$ cat src/rtl/qlearn_pkg.sv
package qlearn_pkg;

    typedef enum logic [2:0] {
        ST_IDLE,
        ST_CLEAR,
        ST_ROW_SCAN,
        ST_DECIDE,
        ST_WAIT_REWARD,
        ST_NEXT_SCAN,
        ST_WRITE_BACK,
        ST_DONE
    } eng_state_t;

    // Lowest bit width covered by state k of n buckets.
    function automatic int bucket_width(input int k, input int n);
        if (k == 0) return 1;
        if (k == n - 1) return 64;
        return 2 + ((k - 1) * 62) / (n - 2);
    endfunction

endpackage

$ cat src/rtl/qlearn_lfsr.sv
module qlearn_lfsr #(
    parameter logic [15:0] SEED = 16'hACE1
) (
    input  logic        clk,
    input  logic        rst_n,
    output logic [15:0] value
);
    // Galois form, taps 16,14,13,11
    always_ff @(posedge clk or negedge rst_n) begin
        if (!rst_n)
            value <= SEED;
        else if (value[0])
            value <= (value >> 1) ^ 16'hB400;
        else
            value <= value >> 1;
    end
endmodule

$ cat src/rtl/qlearn_table.sv
module qlearn_table #(
    parameter int DEPTH = 16,
    parameter int IW    = 4,
    parameter int QW    = 16
) (
    input  logic                 clk,
    input  logic                 rst_n,
    input  logic                 clr,
    input  logic                 we,
    input  logic [IW-1:0]        wr_idx,
    input  logic signed [QW-1:0] wr_data,
    input  logic [IW-1:0]        rd_a_idx,
    output logic signed [QW-1:0] rd_a_data,
    input  logic [IW-1:0]        rd_b_idx,
    output logic signed [QW-1:0] rd_b_data
);
    logic signed [QW-1:0] mem [DEPTH];

    always_ff @(posedge clk or negedge rst_n) begin
        if (!rst_n) begin
            for (int i = 0; i < DEPTH; i++) mem[i] <= '0;
        end else if (clr) begin
            for (int i = 0; i < DEPTH; i++) mem[i] <= '0;
        end else if (we) begin
            mem[wr_idx] <= wr_data;
        end
    end

    assign rd_a_data = mem[rd_a_idx];
    assign rd_b_data = mem[rd_b_idx];
endmodule

$ cat src/rtl/qlearn_update.sv
module qlearn_update #(
    parameter int QW   = 16,
    parameter int FRAC = 8
) (
    input  logic signed [QW-1:0] reward,
    input  logic signed [QW-1:0] next_max,
    input  logic signed [QW-1:0] q_old,
    input  logic [7:0]           gamma,
    input  logic [8:0]           alpha,
    input  logic                 blend,
    output logic signed [QW-1:0] q_new
);
    localparam int PW = QW + 12;
    localparam logic signed [PW-1:0] QMAX = (PW'(1) <<< (QW - 1)) - PW'(1);
    localparam logic signed [PW-1:0] QMIN = -QMAX - PW'(1);

    logic signed [PW-1:0] r_ext, m_ext, q_ext, g_ext, a_ext;
    logic signed [PW-1:0] disc_prod, tgt_wide, tgt_sat, diff, mix_prod, mix_wide;

    function automatic logic signed [PW-1:0] clamp(input logic signed [PW-1:0] v);
        if (v > QMAX) return QMAX;
        if (v < QMIN) return QMIN;
        return v;
    endfunction

    always_comb begin
        r_ext     = {{(PW-QW){reward[QW-1]}}, reward};
        m_ext     = {{(PW-QW){next_max[QW-1]}}, next_max};
        q_ext     = {{(PW-QW){q_old[QW-1]}}, q_old};
        g_ext     = {{(PW-8){1'b0}}, gamma};
        a_ext     = {{(PW-9){1'b0}}, alpha};
        disc_prod = m_ext * g_ext;
        tgt_wide  = r_ext + (disc_prod >>> FRAC);
        tgt_sat   = clamp(tgt_wide);
        diff      = tgt_sat - q_ext;
        mix_prod  = diff * a_ext;
        mix_wide  = clamp(q_ext + (mix_prod >>> FRAC));
        q_new     = blend ? mix_wide[QW-1:0] : tgt_sat[QW-1:0];
    end
endmodule

$ cat src/rtl/qlearn_engine.sv
module qlearn_engine #(
    parameter int N_STATES   = 4,
    parameter int N_ACTIONS  = 4,
    parameter int ITER_LIMIT = 20,
    parameter int QW         = 16,
    parameter int FRAC       = 8,
    localparam int SW = (N_STATES  > 1) ? $clog2(N_STATES)  : 1,
    localparam int AW = (N_ACTIONS > 1) ? $clog2(N_ACTIONS) : 1,
    localparam int CW = $clog2(ITER_LIMIT + 1)
) (
    input  logic                 clk,
    input  logic                 rst_n,
    input  logic                 start_i,
    input  logic [7:0]           gamma_i,
    input  logic [8:0]           alpha_i,
    input  logic                 blend_i,
    input  logic [7:0]           eps_start_i,
    input  logic [7:0]           eps_step_i,
    input  logic [7:0]           eps_floor_i,
    input  logic signed [QW-1:0] reward_i,
    input  logic                 reward_valid_i,
    input  logic [SW-1:0]        next_state_i,
    output logic [AW-1:0]        action_o,
    output logic                 action_valid_o,
    output logic [N_ACTIONS-1:0] rand_mask_o,
    output logic [SW-1:0]        state_o,
    output logic [6:0]           width_o,
    output logic                 busy_o,
    output logic                 done_o,
    output logic                 hit_target_o,
    output logic [CW-1:0]        iter_o,
    output logic [7:0]           eps_o,
    output logic signed [QW-1:0] q_upd_o,
    output logic                 q_upd_valid_o
);
    import qlearn_pkg::*;

    localparam int DEPTH = N_STATES * N_ACTIONS;
    localparam int IW    = (DEPTH > 1) ? $clog2(DEPTH) : 1;

    eng_state_t st_q, st_nx;

    logic [AW-1:0]        idx_q, offset_q, best_act_q, act_q;
    logic signed [QW-1:0] best_val_q, reward_q;
    logic [SW-1:0]        cur_s_q, nxt_s_q;
    logic [CW-1:0]        iter_q;
    logic [7:0]           eps_q;
    logic                 hit_q;
    logic signed [QW-1:0] q_upd_q;
    logic                 q_upd_v_q;

    logic [15:0]          lfsr_v;
    logic [AW-1:0]        rnd_act;
    logic                 last_col, explore, terminate, take_start, take_reward;
    logic [AW:0]          pos_sum;
    logic [AW-1:0]        pos;
    logic [SW-1:0]        scan_row;
    logic [IW-1:0]        rd_a_idx, rd_b_idx;
    logic signed [QW-1:0] rd_a_data, rd_b_data, q_new;
    logic                 tbl_clr, tbl_we;
    logic [6:0]           wtab [N_STATES];

    qlearn_lfsr #(.SEED(16'hACE1)) u_lfsr (
        .clk(clk), .rst_n(rst_n), .value(lfsr_v)
    );

    qlearn_table #(.DEPTH(DEPTH), .IW(IW), .QW(QW)) u_table (
        .clk(clk), .rst_n(rst_n), .clr(tbl_clr), .we(tbl_we),
        .wr_idx(rd_b_idx), .wr_data(q_new),
        .rd_a_idx(rd_a_idx), .rd_a_data(rd_a_data),
        .rd_b_idx(rd_b_idx), .rd_b_data(rd_b_data)
    );

    qlearn_update #(.QW(QW), .FRAC(FRAC)) u_update (
        .reward(reward_q), .next_max(best_val_q), .q_old(rd_b_data),
        .gamma(gamma_i), .alpha(alpha_i), .blend(blend_i), .q_new(q_new)
    );

    for (genvar g = 0; g < N_STATES; g++) begin : g_width
        assign wtab[g] = 7'(bucket_width(g, N_STATES));
    end

    // Scan addressing: rotated column within the selected row
    always_comb begin
        rnd_act  = AW'(lfsr_v % 16'(N_ACTIONS));
        pos_sum  = {1'b0, offset_q} + {1'b0, idx_q};
        pos      = (pos_sum >= (AW+1)'(N_ACTIONS)) ?
                   AW'(pos_sum - (AW+1)'(N_ACTIONS)) : pos_sum[AW-1:0];
        scan_row = (st_q == ST_NEXT_SCAN) ? nxt_s_q : cur_s_q;
        rd_a_idx = IW'(int'(scan_row) * N_ACTIONS + int'(pos));
        rd_b_idx = IW'(int'(cur_s_q) * N_ACTIONS + int'(act_q));
        last_col = (idx_q == AW'(N_ACTIONS - 1));
        explore  = (lfsr_v[15:8] < eps_q);
        terminate = (nxt_s_q == SW'(N_STATES - 1)) ||
                    (iter_q + CW'(1) == CW'(ITER_LIMIT));
        take_start  = start_i && (st_q == ST_IDLE || st_q == ST_WAIT_REWARD ||
                                  st_q == ST_DONE);
        take_reward = !take_start && reward_valid_i && (st_q == ST_WAIT_REWARD);
        tbl_clr  = (st_q == ST_CLEAR);
        tbl_we   = (st_q == ST_WRITE_BACK);
    end

    // Next-state logic
    always_comb begin
        st_nx = st_q;
        unique case (st_q)
            ST_IDLE:        if (take_start) st_nx = ST_CLEAR;
            ST_CLEAR:       st_nx = ST_ROW_SCAN;
            ST_ROW_SCAN:    if (last_col) st_nx = ST_DECIDE;
            ST_DECIDE:      st_nx = ST_WAIT_REWARD;
            ST_WAIT_REWARD: if (take_start) st_nx = ST_CLEAR;
                            else if (take_reward) st_nx = ST_NEXT_SCAN;
            ST_NEXT_SCAN:   if (last_col) st_nx = ST_WRITE_BACK;
            ST_WRITE_BACK:  st_nx = terminate ? ST_DONE : ST_ROW_SCAN;
            ST_DONE:        if (take_start) st_nx = ST_CLEAR;
            default:        st_nx = ST_IDLE;
        endcase
    end

    // State register
    always_ff @(posedge clk or negedge rst_n) begin
        if (!rst_n) st_q <= ST_IDLE;
        else        st_q <= st_nx;
    end

    // Datapath registers
    always_ff @(posedge clk or negedge rst_n) begin
        if (!rst_n) begin
            idx_q      <= '0;
            offset_q   <= '0;
            best_act_q <= '0;
            act_q      <= '0;
            best_val_q <= '0;
            reward_q   <= '0;
            cur_s_q    <= '0;
            nxt_s_q    <= '0;
            iter_q     <= '0;
            eps_q      <= '0;
            hit_q      <= 1'b0;
            q_upd_q    <= '0;
            q_upd_v_q  <= 1'b0;
        end else begin
            q_upd_v_q <= 1'b0;
            unique case (st_q)
                ST_CLEAR: begin
                    cur_s_q  <= '0;
                    iter_q   <= '0;
                    eps_q    <= eps_start_i;
                    hit_q    <= 1'b0;
                    idx_q    <= '0;
                    offset_q <= rnd_act;
                end
                ST_ROW_SCAN, ST_NEXT_SCAN: begin
                    if (idx_q == '0 || rd_a_data > best_val_q) begin
                        best_val_q <= rd_a_data;
                        best_act_q <= pos;
                    end
                    idx_q <= last_col ? '0 : idx_q + AW'(1);
                end
                ST_DECIDE: begin
                    act_q <= explore ? rnd_act : best_act_q;
                end
                ST_WAIT_REWARD: begin
                    if (take_reward) begin
                        reward_q <= reward_i;
                        nxt_s_q  <= next_state_i;
                        idx_q    <= '0;
                    end
                end
                ST_WRITE_BACK: begin
                    q_upd_q   <= q_new;
                    q_upd_v_q <= 1'b1;
                    if (eps_q >= eps_step_i && (eps_q - eps_step_i) >= eps_floor_i)
                        eps_q <= eps_q - eps_step_i;
                    else
                        eps_q <= eps_floor_i;
                    if (nxt_s_q == SW'(N_STATES - 1)) begin
                        hit_q <= 1'b1;
                    end else begin
                        iter_q  <= iter_q + CW'(1);
                        cur_s_q <= nxt_s_q;
                    end
                    idx_q    <= '0;
                    offset_q <= rnd_act;
                end
                default: ;
            endcase
        end
    end

    // Outputs
    always_comb begin
        busy_o         = 1'b1;
        action_valid_o = 1'b0;
        done_o         = 1'b0;
        unique case (st_q)
            ST_IDLE:        busy_o = 1'b0;
            ST_WAIT_REWARD: begin busy_o = 1'b0; action_valid_o = 1'b1; end
            ST_DONE:        begin busy_o = 1'b0; done_o = 1'b1; end
            default:        busy_o = 1'b1;
        endcase
        rand_mask_o   = action_valid_o ? (N_ACTIONS'(1) << act_q) : '0;
        action_o      = act_q;
        state_o       = cur_s_q;
        width_o       = wtab[cur_s_q];
        hit_target_o  = hit_q;
        iter_o        = iter_q;
        eps_o         = eps_q;
        q_upd_o       = q_upd_q;
        q_upd_valid_o = q_upd_v_q;
    end
endmodule

$ cat config.mk
export PLATFORM = sky130hd
export DESIGN_NAME = qlearn_engine
export DESIGN_NICKNAME = d
export VERILOG_FILES = /design/src/rtl/qlearn_pkg.sv /design/src/rtl/qlearn_lfsr.sv /design/src/rtl/qlearn_table.sv /design/src/rtl/qlearn_update.sv /design/src/rtl/qlearn_engine.sv
export SDC_FILE = /design/constraint.sdc
export NUM_CORES = 2
export LEC_CHECK = 0
export ABC_AREA = 1
export BUFFER_PORTS_ARGS = -buffer_cell sky130_fd_sc_hd__buf_2
export CAP_MARGIN = 30
export CORE_UTILIZATION = 43
export CTS_CLUSTER_DIAMETER = 30
export DETAILED_ROUTE_END_ITERATION = 7
export GPL_TIMING_DRIVEN = 1
export HOLD_SLACK_MARGIN = 0.1
export PLACE_DENSITY = 0.66
export SYNTH_ARGS = -nofsm -noshare
export SYNTH_HDL_FRONTEND = slang
export SYNTH_HIERARCHICAL = 1
export SYNTH_SLANG_ARGS = --single-unit
$ cat constraint.sdc
create_clock -name clk -period 17.1 [get_ports clk]
set_clock_uncertainty 0.2 [all_clocks]
set_input_delay 0.855 -clock clk [delete_from_list [all_inputs] [get_ports clk]]
set_output_delay 0.855 -clock clk [all_outputs]
set_load 0.1 [all_outputs]
Yosys cells after proc, flatten, opt, wreduce, memory -nomap -nowiden
Index checks and enable logic that the tools add are counted.
{"block": "word_totals", "register_bits": 350, "latch_bits": 0, "ram_bits": 0, "romBits": 0, "input_bits": 64, "out_inout_bits": 49, "wordCells": 158, "memories": 0}
{"block": "classes", "add_sub_neg": 10, "mul": 2, "div_mod_pow": 0, "magnitude_cmp": 13, "eq_ne": 17, "shifts": 1, "muxes": 56, "bitwise_logic": 4, "n_reduce_logical": 24}
{"cell": "256-bit two-way mux", "count": 2}
{"cell": "256-bit bitwise mux", "count": 1}
{"cell": "16-bit two-way mux", "count": 11}
{"cell": "16-bit binary-select mux with 4-bit select", "count": 2}
{"cell": "28-bit two-way mux", "count": 4}
{"cell": "16-bit demux with 4-bit select", "count": 1}
{"cell": "28-bit by 16-bit > comparator with 1-bit output (second input constant)", "count": 1}
{"cell": "28-bit by 16-bit < comparator with 1-bit output (second input constant)", "count": 1}
{"cell": "28-bit by 10-bit multiplier with 28-bit output", "count": 1}
{"cell": "28-bit by 16-bit subtractor with 28-bit output", "count": 1}
{"cell": "16-bit by 9-bit multiplier with 25-bit output", "count": 1}
{"cell": "16-bit by 20-bit adder with 21-bit output", "count": 1}
{"cell": "21-bit by 16-bit > comparator with 1-bit output (second input constant)", "count": 1}
{"cell": "21-bit by 16-bit < comparator with 1-bit output (second input constant)", "count": 1}
{"cell": "3-bit one-hot mux with 7 select lines", "count": 1}
{"cell": "16-bit by 17-bit adder with 18-bit output", "count": 1}
{"cell": "3-bit two-way mux", "count": 6}
{"cell": "8-bit >= comparator", "count": 2}
{"cell": "16-bit > comparator", "count": 1}
{"cell": "8-bit one-hot mux with 2 select lines", "count": 1}
{"cell": "7-bit binary-select mux with 2-bit select", "count": 1}
{"cell": "7-bit two-way mux", "count": 2}
{"cell": "3-bit equality test (second input constant)", "count": 4}
{"cell": "2-bit two-way mux", "count": 6}
{"cell": "other kinds (40)", "count": 73}

Logic depth before layout (Yosys ltp)
{"block": "depth", "ltp_word": 19, "mapped_depth": 91, "mapped_depth_nobuf": 87}

Hierarchy
Netlist, hierarchy kept.
{"module": "qlearn_table", "n_inst": 1, "cells_per_inst": 2000, "area_each_um2": 14615.3, "seq_area_each_um2": 6406.1}
{"module": "qlearn_update", "n_inst": 1, "cells_per_inst": 1996, "area_each_um2": 14251.2, "seq_area_each_um2": 0.0}
{"module": "qlearn_engine", "n_inst": 1, "cells_per_inst": 607, "area_each_um2": 4755.8, "seq_area_each_um2": 1951.9}
{"module": "qlearn_lfsr", "n_inst": 1, "cells_per_inst": 29, "area_each_um2": 459.2, "seq_area_each_um2": 410.4}

Worst setup path before layout
Ideal clock, no wire load.
{"block": "synth_path", "path_kind": "input port to flip-flop", "startpoint": "input port gamma_i[2]", "endpoint": "register u_table/mem[108] in the netlist's numbering", "setup_time_ps": 135, "arrival_ps": 14496, "setup_slack_ps": 2269, "cell_stages": 82, "n_path_buf": 4, "cell_sequence": "clkbuf_1 clkbuf_1 nand2_1 fa_1 inv_1 fa_1 fa_1 inv_1 fa_1 inv_1 ha_1 a21oi_1 inv_1 a21oi_1 o221ai_1 a21oi_1 o21bai_1 nand2_1 [... 46 more ...] nand2_1 nand2_1 nand2_1 xor2_1 ha_1 nand2_2 nor4_2 nand4_1 nand3_1 xor2_2 nor2_1 nand4_1 a21oi_2 buf_6 a21oi_2 nand2_1 clkbuf_1 o22ai_1"}
{"block": "synth_between", "elab_chain_len": 19, "word_cells_on_any_way": 25, "cone_classes": "add/sub (3); mul (2); order compare (4); mux (16)"}
{"element": "from (decl)", "line_no": "qlearn_engine.sv:14", "rtl": "input logic [7:0] gamma_i,"}
{"element": "16-bit by 9-bit multiplier with 25-bit output *", "line_no": "qlearn_update.sv:32", "rtl": "disc_prod = m_ext * g_ext;"}
{"element": "16-bit by 17-bit adder with 18-bit output *", "line_no": "qlearn_update.sv:33", "rtl": "tgt_wide = r_ext + (disc_prod >>> FRAC);"}
{"element": "28-bit by 16-bit < comparator with 1-bit output", "line_no": "qlearn_update.sv:22", "rtl": "if (v < QMIN) return QMIN;"}
{"element": "1-bit two-way mux (2 in series)", "line_no": "qlearn_update.sv:22"}
{"element": "28-bit two-way mux", "line_no": "qlearn_update.sv:23", "rtl": "return v;"}
{"element": "28-bit two-way mux *", "line_no": "qlearn_update.sv:22"}
{"element": "28-bit by 16-bit subtractor with 28-bit output", "line_no": "qlearn_update.sv:35", "rtl": "diff = tgt_sat - q_ext;"}
{"element": "28-bit by 10-bit multiplier with 28-bit output", "line_no": "qlearn_update.sv:36", "rtl": "mix_prod = diff * a_ext;"}
{"element": "[... 2 more ...]"}
{"element": "1-bit two-way mux (2 in series)", "line_no": "qlearn_update.sv:22"}
{"element": "16-bit two-way mux", "line_no": "qlearn_update.sv:23"}
{"element": "16-bit two-way mux", "line_no": "qlearn_update.sv:22"}
{"element": "16-bit two-way mux *", "line_no": "qlearn_update.sv:38", "rtl": "q_new = blend ? mix_wide[QW-1:0] : tgt_sat[QW-1:0];"}
{"element": "net q_new[12]", "line_no": "qlearn_engine.sv:59", "rtl": "logic signed [QW-1:0] rd_a_data, rd_b_data, q_new;"}
{"element": "256-bit bitwise mux *", "line_no": "qlearn_table.sv:25", "rtl": "mem[wr_idx] <= wr_data;"}
{"element": "256-bit two-way mux *", "line_no": "qlearn_table.sv:24", "rtl": "end else if (we) begin"}
{"element": "256-bit two-way mux *", "line_no": "qlearn_table.sv:22", "rtl": "end else if (clr) begin"}
{"element": "to (signal, indexed assignment)", "line_no": "qlearn_table.sv:25"}
{"element": "to (decl)", "line_no": "qlearn_table.sv:17", "rtl": "logic signed [QW-1:0] mem [DEPTH];"}
The timed path passes the listed nets; every way through them passes the cells marked *. The select of a mux whose other input is x is not followed.
A chain may end at the register's enable or synchronous reset.

Worst setup path in the final report
{"block": "layout_path", "startpoint": "input port gamma_i[0]", "endpoint": "register u_table/mem[216] in the netlist's numbering"}
The elaborated chain is that of the path after synthesis.

==> impl_metrics.toml <==
[route]
drtIter0Drc = 3234
ant_nets = 0
dr_wl_met3_um = 10500
viasPerCell = 5.49
met2_length_um = 47600
first_pass_iters = 8
met1Wirelength_um = 46700
wl_per_cell_um = 19.0
drc = 0
top_layer_used = "met5"
vias = 31600
wirelength_um = 110000

[synthesis]
syn_area_per_cell_um2 = 7.36
post_synth_main_area_contributors = "dfrtp_1 25%, fa_1 15%, nand2_1 13%"
yosys_most_used_dff = "dfrtp_1"
synth_edf_count = 0
post_synth_instance_area_mm2 = 0.0341
ys_types = 64
synth_top_area_share_pct = 25.1
yosysTopAreaCell = "dfrtp_1"
synthArstFlopShare_pct = 100
ys_warn_count = 6
yosysSeqAreaShare_pct = 25.7
synth_cells = 4632
ys_ff_latch = 350

[floorplanning]
dieArea_mm2 = 0.0804
io_pins = 113
fp.dieW_um = 284
die_h_um = 284
core_area_mm2 = 0.0780
start_util_pct = 43.7
rows = 102

[grt]
antenna_found_initial = 3
grt.total_usage_pct = 27.2
grt_pass1_vias = 30800
grt_first_pass_wirelength_um = 173000
grt_overflow = 0
grt_max_degree = 178

[critical_path]
rrSetupSlack_ns = 1.05
path_class = "in2reg"
reg2reg_to = "u_table/mem[216]"
critPathMostFrequentCell = "nand2_1"
worstPathArrival_ns = 16.33
max_stage_delay_ns = 0.56
cp-startpoint = "gamma_i[0]"
slowest_stage = "fa_1"
cp_max_fo = 16
worstPathRequired_ns = 17.37
reg2regPathDepth = 78
crit_path_end = "u_table/mem[216]"
rr_startpoint = "best_val_q[10]"
end_kind = "register"
cp-start-kind = "input pin"

[worst_hold_path]
hold_path.class = "reg2reg"

[sta]
final_hold_viol_count = 0
setup-tns-final_ns = 0
setup_viol = 0
rsz0062_at_grt = "false"
maxSlewHeadroom_pct = 31.6
finalCriticalPeriod_ns = 16.06
drv_slew = 0
worst_slew_pin_slew_ns = 1.03
fmax_mhz = 62.3
finalCritPeriodShare_pct = 93.9

[clock_network]
tritoncts = "built"
htreeDepth = 3
path_clk_slew_ns = 0.05
cts_root_buf = "clkbuf_16"
clk_latency_ns = 0.66
clkSinkCount = 350
numCtsBuffers = 82
cts_max_path_buffers = 3

[finish]
drive_gt1_share_pct = 9.79
areaGrowthSynthToFinish_pct = 12.1
diodes = 0
finalNetCount = 5175
fillers = 7620

[placed_design]
io_buffer_count = 109
hpwl_um = 75300
place_congestion = 0.939

[status]
status = "completed"

[flow_run]
cap_violations = 0
critical path, delay by kind of cell:
family                   cells  cell delay, ns
AO/OA/AOI/OAI               18            3.31
XOR/XNOR                     3            0.48
AND/OR/NAND/NOR             25            2.71
buffers and inverters       17            1.94
adder cells (fa/ha/maj)     16            6.98
worst min-delay path by stage:
stage	endpoint	slack (ns)	cells after the start	start
floorplan	u_lfsr/value[1]	0.13	0	u_lfsr/value[2]
global placement	u_lfsr/value[2]	0.13	0	u_lfsr/value[3]
detailed placement	u_lfsr/value[1]	0.14	0	u_lfsr/value[2]
CTS	u_lfsr/value[2]	0.15	0	u_lfsr/value[3]
global route	u_lfsr/value[2]	0.15	0	u_lfsr/value[3]
finish	u_lfsr/value[2]	0.14	0	u_lfsr/value[3]
stage by stage:
| step | hold WS, ns | worst slack (ns) | instance area [µm²] | cells | utilization, % |
|---|---|---|---|---|---|
| global route | 0.153 | 0.0172 | 38200 | 5759 | 49.0 |
| CTS | 0.146 | 0.851 | 38100 | 5754 | 48.9 |
| floorplan | 0.131 | 2.27 | 34100 | 4634 | - |
| global placement | 0.133 | 0.688 | 35100 | 5604 | 45.0 |
| detailed placement | 0.137 | 0.345 | 35100 | 5604 | 45.0 |
| finish | 0.141 | 1.04 | 38200 | 5759 | 49.0 |
registers in the layout, indices dropped and copies added (netlist names):
signal,count
eps_o,8
q_upd_valid_o,1
hit_target_o,1
state_o,2
best_val_q,16
iter_o,5
u_table/mem,256
best_act_q,2
offset_q,2
q_upd_o,16
st_q,3
u_lfsr/value,16
idx_q,2
nxt_s_q,2
reward_q,16
action_o,2
layer usage:
| metal | track usage (%) | up-vias |
|---|---|---|
| met5 | 0 | - |
| met3 | 6.15 | 268 |
| li1 | - | 14700 |
| met4 | 11.9 | 6 |
| met2 | 40.9 | 1551 |
| met1 | 37.3 | 15100 |
logic make-up (layout without fill, tap and decap cells):
family	after synthesis	count (layout)	synth area share (%)
xor gates and xnor gates	84	84	2.25
buffers and inverters	1091	1176	13.2
DFF	350	350	25.7
and+or+nand+nor	2089	2089	26.3
muxes	16	16	0.529
AOI/OAI and AO/OA	544	544	9.63
other	1	3	0.0110
adders and majority gates	457	457	22.3
layout by cell type, fill, tap and decap left out, drive strengths merged, types with 3 or more instances in the layout:
cell type / count
nor2: 226
mux2: 16
xor2: 52
a22oi: 3
bufinv: 13
o21ai: 86
o21a: 6
o22ai: 257
conb: 3
a31oi: 13
or2: 7
nor3: 12
o31ai: 4
nand2: 1260
ha: 205
a21o: 9
dfstp: 8
inv: 865
nand3b: 7
nor4: 4
o21bai: 8
clkinvlp: 5
clkinv: 31
o2111ai: 3
nand3: 552
fa: 252
clkbuf: 101
xnor2: 32
nand4: 17
buf: 160
a21oi: 143
dfrtp: 342
synthesized netlist by cell type (6+ instances only):
cell,number
inv_1,854
clkbuf_1,66
a21o_1,9
xor2_1,48
nand3_1,546
dfrtp_1,342
nor2_2,7
xnor2_1,32
o22ai_1,256
o21ai_0,72
buf_6,23
a21oi_1,129
nand2_4,17
mux2_2,16
o21a_1,6
nor2_1,219
a31oi_1,13
ha_1,205
o21bai_1,8
nand3b_1,7
nand2_1,1202
dfstp_2,8
buf_2,103
buf_4,18
nand3_2,6
a21oi_2,14
nor3_1,8
nand4_1,16
fa_1,252
buf_1,9
nand2_2,41
inv_2,8
or2_2,7
o21ai_1,10
layout make-up:
type / instances / area [µm²] / share of cell area (%)
clock buffers: 101 / 2230 / 5.84
inverters: 866 / 3260 / 8.52
clock inverters: 48 / 752 / 1.97
multi-input cells: 3193 / 20900 / 54.6
flip-flops and latches: 350 / 8780 / 23.0
repair buffers: 161 / 1030 / 2.68
well taps: 1040 / 1300 / 3.41
what timing repair did:
item                                    4_1_cts  5_1_grt
gates resized for setup                       0        9
buffers inserted                              0        3
endpoints found under the hold margin         1        0
hold buffers                                  1        0
endpoints found under the setup margin        0      242
Power is not shown: default switching activity piles up to over one toggle a cycle in this logic, so the estimate is an artifact.
